[src/rtl/zc_soft_mute.sv]
module zc_soft_mute #(
  parameter int W       = 16,
  parameter int TIMEOUT = 1024
) (
  input  logic                clk,
  input  logic                rst_n,
  input  logic                mute_req,
  input  logic                smp_valid,
  input  logic signed [W-1:0] smp_left,
  input  logic signed [W-1:0] smp_right,
  output logic                out_valid,
  output logic signed [W-1:0] out_left,
  output logic signed [W-1:0] out_right,
  output logic                muted
);
  localparam int CW = $clog2(TIMEOUT + 1);
  localparam logic [CW-1:0] LIMIT = CW'(TIMEOUT);

  logic          req_q;
  logic [CW-1:0] cnt;
  logic          gl, gr;
  logic          sl, sr;

  wire          chg  = mute_req ^ req_q;
  wire [CW-1:0] base = chg ? '0 : cnt;
  wire          force_now = smp_valid && (base == LIMIT - 1'b1);

  wire xl = (smp_left  == '0) || (smp_left[W-1]  != sl);
  wire xr = (smp_right == '0) || (smp_right[W-1] != sr);

  wire gl_n = (smp_valid && (gl != mute_req) && (xl || force_now)) ? mute_req : gl;
  wire gr_n = (smp_valid && (gr != mute_req) && (xr || force_now)) ? mute_req : gr;

  always_ff @(posedge clk) begin
    if (!rst_n) begin
      req_q     <= 1'b0;
      cnt       <= '0;
      gl        <= 1'b0;
      gr        <= 1'b0;
      sl        <= 1'b0;
      sr        <= 1'b0;
      out_valid <= 1'b0;
      out_left  <= '0;
      out_right <= '0;
    end else begin
      req_q     <= mute_req;
      out_valid <= smp_valid;
      gl        <= gl_n;
      gr        <= gr_n;
      if (smp_valid) begin
        cnt       <= (base == LIMIT) ? LIMIT : base + 1'b1;
        sl        <= smp_left[W-1];
        sr        <= smp_right[W-1];
        out_left  <= gl_n ? '0 : smp_left;
        out_right <= gr_n ? '0 : smp_right;
      end else begin
        cnt <= base;
      end
    end
  end

  assign muted = gl & gr;

  a_r11_hold_between_strobes: assert property (@(posedge clk) disable iff (!rst_n)
    !smp_valid |=> ($stable(gl) && $stable(gr) && $stable(out_left) && $stable(out_right)));

  a_r8_zero_left: assert property (@(posedge clk) disable iff (!rst_n)
    (out_valid && gl) |-> (out_left == '0));

  a_r8_zero_right: assert property (@(posedge clk) disable iff (!rst_n)
    (out_valid && gr) |-> (out_right == '0));

  a_r3_follow_request: assert property (@(posedge clk) disable iff (!rst_n)
    ((gl != $past(gl)) || (gr != $past(gr))) |->
      ((gl != $past(gl) -> gl == $past(mute_req)) && (gr != $past(gr) -> gr == $past(mute_req))));

  a_r6_no_pending_after_force: assert property (@(posedge clk) disable iff (!rst_n)
    force_now |=> (gl == $past(mute_req) && gr == $past(mute_req)));

  a_r9_muted_on_strobe: assert property (@(posedge clk) disable iff (!rst_n)
    $rose(muted) |-> $past(smp_valid));

  a_r7_count_bound: assert property (@(posedge clk) disable iff (!rst_n)
    cnt <= LIMIT);

  a_r2_valid_delay: assert property (@(posedge clk) disable iff (!rst_n)
    smp_valid |=> out_valid);
endmodule

[config.mk]
export PLATFORM = sky130hd
export DESIGN_NAME = zc_soft_mute
export DESIGN_NICKNAME = d
export VERILOG_FILES = /design/src/rtl/zc_soft_mute.sv
export SDC_FILE = /design/constraint.sdc
export NUM_CORES = 1
export LEC_CHECK = 0
export ABC_CLOCK_PERIOD_IN_PS = 2400
export BUFFER_PORTS_ARGS = -buffer_cell sky130_fd_sc_hd__buf_2
export CORE_MARGIN = 3
export CORE_UTILIZATION = 47
export DETAILED_ROUTE_END_ITERATION = 10
export GPL_TIMING_DRIVEN = 0
export HOLD_SLACK_MARGIN = 0.03
export PLACE_DENSITY_LB_ADDON = 0.25
export SLEW_MARGIN = 25
export SYNTH_ARGS = -nofsm -noshare
export SYNTH_HDL_FRONTEND = slang
export SYNTH_SLANG_ARGS = --single-unit
export TNS_END_PERCENT = 20
[constraint.sdc]
create_clock -name clk -period 2.4 [get_ports clk]
set_input_delay 0.12 -clock clk [delete_from_list [all_inputs] [get_ports clk]]
set_output_delay 0.12 -clock clk [all_outputs]
set_load 0.005 [all_outputs]
==> out/results.ini, run 1 <==
[placement]
place_hpwl_um=4610
place_ws_ns=-0.183
placed_area_um2=2950
io_buffer_count=69
gp_congestion=0.851

[global_route]
grt_pass1_wl_um=10500
grt_max_degree=15
track_usage=0.205
grt_overflow=0
grt_pass1_vias=2214
antenna_found_initial=0

[critical_path]
cp-end-kind=flop
required_ns=2.59
worst-path-buf-inv=2
crit_path_cell_trace=xnor2_4 > nand2_2 > inv_1 > ha_2 > and4_4 > nand2_4 > or3_4 > and2_2 > buf_6 > a221o_1
path_max_fanout=10
critPathLaunchType=flop
crit_type=reg -> reg
crit_family=simple AND/OR/NAND/NOR gates
cp.arrival_ns=2.50
cp_slowest_cell=dfxtp_4
critical-path-max-stage-delay_ns=0.37

[layout]
num-nets-final=406
syn_to_final_growth_pct=23.8
regArea_um2=985
multi_input_area_um2=1410
layout-drive-gt1-share=0.268
fillCellCount=457
num_antenna_cells=0
post-route-util=0.626
fin_area_um2=3090

[synthesis]
ys_seq_elements=49
syn-num-nets=328
ys.flop_type=dfxtp_1
seq_area_frac_synth=0.393
yosysTopAreaCell=dfxtp_1
synth.most_common_cell=dfxtp_1
synth_area_leaders=dfxtp_1 39%, a221o_1 13%, nor3b_1 9.6%
synth_edf_count=0
synthCells=290
netlist_top_cells_count=49 x dfxtp_1, 42 x nand2_1, 36 x a21oi_1
async_flop_share=0
yosys_warnings=0
ys_types=33
netlist_area_um2=2500
synth_top_area_share=0.393
syn_area_per_cell_um2=8.62

[clocking]
worstSkewPairLatency_ns=0.30
clockBufferDepth=2
ctsRootBufferMaster=clkbuf_8
cts_tree=yes
path_clk_slew_ns=0.09
cts_buffers=5
ctsHoldBuffers=0
numClockSinks=49
htreeDepth=2

[detailed_routing]
avgViaCountPerCell=5.56
dr.pass1.iters=4
final_antenna_net_count=0
wirelength_um=6430
route.detailed.drc=0
initialDrtViolationCount=161
via_count=2426
wl_per_cell_um=14.7

[floorplanning]
fp.dieH_um=78.9
die-area_um2=6230
initial_core_util=0.506
io_pins=70
core-area_um2=4940
die_x_um=78.9
num_rows=25

[sta]
fmax_mhz=434
clock_skew_ns=0.00883
hold_violations=0
tightest_slew_ns=0.781
slew_violations=0
fin_ws_ns=0.0945
period_share=0.961
relSlewSlack=0.476
finalSetupViolCount=0
period_needed_ns=2.31

[power]
power.density_nw_per_um2=572
peakVddDrop_mv=0.294
fin_total_pwr_mw=1.77
p_leak_nw=1.26

[status]
status=finished clean

[hold_path]
holdCritPathClass=in -> reg

[job]
drv_cap=0

## cell usage in the layout, fill, tap and decap left out, types with 4 or more instances in the layout
| cell | Yosys | final |
|---|---|---|
| a21oi_1 | 36 | 36 |
| inv_1 | 5 | 5 |
| nor2_1 | 18 | 18 |
| nor3b_1 | 32 | 32 |
| xor2_1 | 5 | 5 |
| a221o_1 | 32 | 32 |
| xnor2_1 | 4 | 4 |
| nand2_1 | 42 | 40 |
| clkbuf_1 | 15 | 15 |
| nand3_1 | 4 | 4 |
| buf_4 | 0 | 5 |
| buf_2 | 3 | 70 |
| dfxtp_1 | 49 | 48 |
| clkbuf_8 | 0 | 6 |
| nor4_1 | 6 | 6 |
## sequential cells by signal, summed over array words and instances (netlist names)
name,cells
out_left,16
out_right,16
gr,1
out_valid,1
sl,1
gl,1
sr,1
cnt,11
req_q,1
## logic make-up (layout without fill, tap and decap cells)
| family | Yosys count | after routing | share of synthesized area |
|---|---|---|---|
| simple gates | 121 | 121 | 0.263 |
| compound gates | 76 | 76 | 0.229 |
| flops | 49 | 49 | 0.393 |
| buf+inv | 29 | 108 | 0.0541 |
| xor+xnor | 10 | 10 | 0.0381 |
| mux | 3 | 3 | 0.0125 |
| fa+ha+maj | 2 | 2 | 0.0100 |
## final timing paths
| kind | startpoint | end | slack, ns | cells after the start |
|---|---|---|---|---|
| setup / recovery | req_q$_SDFF_PN0_ | out_right[11]$_SDFFE_PN0P_ | 0.09 | 10 |
| hold / removal | rst_n | req_q$_SDFF_PN0_ | 0.11 | 2 |
| setup reg to reg | req_q$_SDFF_PN0_ | out_right[11]$_SDFFE_PN0P_ | 0.09 | 10 |
| hold reg to reg | out_right[7]$_SDFFE_PN0P_ | out_right[7]$_SDFFE_PN0P_ | 0.49 | 1 |
## metal layers
layer / global-route usage / vias up / wire length (um)
met3: 0.0397 / 4 / 410
li1: - / 1219 / -
met1: 0.290 / 1114 / 3010
met2: 0.323 / 89 / 2960
met5: 0 / - / 0
met4: 0.0498 / 0 / 41
## where the power goes
part | internal, mW | switching, mW
Clock | 0.340 | 0.270
Combinational | 0.129 | 0.148
Sequential | 0.857 | 0.0241
## what timing repair did
action | in CTS | in global routing
setup buffers | 1 | 3
setup endpoints to repair | 34 | 28
pin swaps | 1 | 6
cloned | 0 | 0
gates resized for setup | 2 | 7
## per-stage QoR
stage / hold WS (ns) / TNS [ns] / cells
2_1_floorplan: 0.242 / 0 / 290
3_3_place_gp: 0.401 / -4.02 / 426
3_5_place_dp: 0.415 / -4.52 / 426
4_1_cts: 0.103 / 0 / 435
5_1_grt: 0.131 / -0.0698 / 436
6_report: 0.108 / 0 / 436
## final cells by class
| class | instances | area share |
|---|---|---|
| multi-input cells | 212 | 0.456 |
| plain buffers | 22 | 0.0340 |
| flip-flops and latches | 49 | 0.318 |
| well taps | 67 | 0.0271 |
| clock inverters | 1 | 0.00970 |
| clock buffers | 7 | 0.0279 |
| repair buffers | 73 | 0.121 |
| inverters | 5 | 0.00607 |
(Power assumes the default switching activity.)
==> run 2, diff against run 1 <==
--- a/config.mk
+++ b/config.mk
@@ -7,12 +7,13 @@
 export LEC_CHECK = 0
 export ABC_CLOCK_PERIOD_IN_PS = 2400
 export BUFFER_PORTS_ARGS = -buffer_cell sky130_fd_sc_hd__buf_2
+export CORE_ASPECT_RATIO = 1.25
 export CORE_MARGIN = 3
 export CORE_UTILIZATION = 47
 export DETAILED_ROUTE_END_ITERATION = 10
 export GPL_TIMING_DRIVEN = 0
 export HOLD_SLACK_MARGIN = 0.03
-export PLACE_DENSITY_LB_ADDON = 0.25
+export PLACE_DENSITY = 0.76
 export SLEW_MARGIN = 25
 export SYNTH_ARGS = -nofsm -noshare
 export SYNTH_HDL_FRONTEND = slang
==> run 2 against run 1 <==
Net effect: fmax is 0.46% lower; global-route usage hardly changed; non-clock buffer count is 1 higher; cell area is 0.32% lower; wire length is 1.8% higher; clock-buffer cell count stayed put; sequential share of layout area is 0.10 points higher; critical path type unchanged.
==> out/results.ini, run 2 (synthesis results as in run 1) <==
[sta]
period_needed_ns=2.32
relSlewSlack=0.510
tightest_slew_ns=0.730
finalSetupViolCount=0
clock_skew_ns=0.00365
slew_violations=0
grt_setup_unrepaired=yes
hold_violations=0
hold-worst-slack_ns=0.0939
period_share=0.965
fmax_mhz=432

[job]
drv_cap=0

[placement]
gp_congestion=0.803
io_buffer_count=69
place_hpwl_um=4730

[power]
p_leak_nw=1.26
peakVddDrop_mv=0.302
power.density_nw_per_um2=552

[critical_path]
cp.arrival_ns=2.55
required_ns=2.63
crit_path_cell_trace=xnor2_4 > nand2_2 > inv_1 > ha_2 > and4_4 > nand2_4 > or3_4 > buf_2 > buf_4 > a21bo_1 > a21oi_1
crit_family=simple AND/OR/NAND/NOR gates
reg2reg_to=gl$_SDFF_PN0_
crit_type=reg -> reg
r2r-start=req_q$_SDFF_PN0_
critPathLaunchType=flop
rr_worst_depth=11
cp-end-kind=flop
crit_start=req_q$_SDFF_PN0_
critical-path-max-stage-delay_ns=0.37
crit_cells=11
path_max_fanout=10
cp_slowest_cell=dfxtp_4
ff2ff_setup_slack_ns=0.08
critical_path.endpoint=gl$_SDFF_PN0_
worst-path-buf-inv=3

[layout]
layout-drive-gt1-share=0.273
num_antenna_cells=0
mostFrequentLayoutCells=71 x buf_2, 48 x dfxtp_1, 40 x nand2_1
post-route-util=0.603
num-nets-final=407
biggestRegsByFlops=out_left (16), out_right (16), cnt (11)
final_common_cell=buf_2
syn_to_final_growth_pct=23.4

[detailed_routing]
final_antenna_net_count=0
route.detailed.drc=0
avgViaCountPerCell=5.85
dr.pass1.iters=4
wl_per_cell_um=15.1
via_count=2526
initialDrtViolationCount=137
wirelength_um=6540

[floorplanning]
io_pins=70
initial_core_util=0.488
die_x_um=71.2
fp.dieH_um=87.5
die-area_um2=6230
num_rows=29
core-area_um2=5120

[global_route]
grt_overflow=0
track_usage=0.205
antenna_found_initial=0
grt_max_degree=15
grt_pass1_vias=2286
grt_pass1_wl_um=10500

[hold_path]
holdCritPathClass=in -> reg

[clocking]
cts_buffers=5
cts_tree=yes
numClockSinks=49
ctsHoldBuffers=0
htreeDepth=2
clockBufferDepth=2
ctsRootBufferMaster=clkbuf_8
worstSkewPairLatency_ns=0.30
path_clk_slew_ns=0.09

[status]
status=finished clean

==> run 2: worst min-delay path by stage <==
| stage | startpoint | end | cells after the start |
|---|---|---|---|
| after global routing | rst_n | req_q$_SDFF_PN0_ | 2 |
| after CTS | rst_n | req_q$_SDFF_PN0_ | 2 |
| after global placement | rst_n | req_q$_SDFF_PN0_ | 2 |
| after detailed placement | rst_n | req_q$_SDFF_PN0_ | 2 |
| final | rst_n | req_q$_SDFF_PN0_ | 2 |
| after floorplan | mute_req | req_q$_SDFF_PN0_ | 1 |
==> run 2: stage by stage <==
stage                     total power [mW]  setup TNS [ns]  setup WS (ns)  area, um2  cells
final                                 1.70               0         0.0837       3080    432
after global routing                  1.78         -0.0408        -0.0200       3080    432
after CTS                             1.71               0       0.000560       3080    433
after detailed placement              1.18           -5.43         -0.207       2940    421
after global placement                1.17           -4.49         -0.185       2940    421
after floorplan                       1.06               0         0.0123       2520    290
==> run 2: layout make-up <==
cell class	count	area [um2]
buffer	22	108
clock buffer	7	96.3
clock inverter	1	5.00
fill	454	2030
inverter	5	18.8
multi-input combinational	212	1410
sequential	49	985
tap	62	77.6
timing repair buffer	74	383
==> run 2: timing repair <==
action / 4_1_cts / 5_1_grt
buffers inserted: 4 / 1
resized for setup: 3 / 11
pin swaps: 3 / 4
setup endpoints to repair: 34 / 28
==> run 2: routing by layer <==
| metal | track usage | share of wire | vias to the layer above |
|---|---|---|---|
| li1 | - | - | 1232 |
| met1 | 0.257 | 0.46 | 1207 |
| met2 | 0.353 | 0.48 | 77 |
| met3 | 0.0404 | 0.050 | 10 |
| met4 | 0.0667 | 0.014 | 0 |
| met5 | 0 | 0 | - |
==> run 2: power by group <==
group	switching (mW)	internal, mW	leakage, nW
logic	0.150	0.132	0.806
registers	0.0246	0.857	0.402
clock network	0.277	0.261	0.0542
total	0.452	1.25	1.26
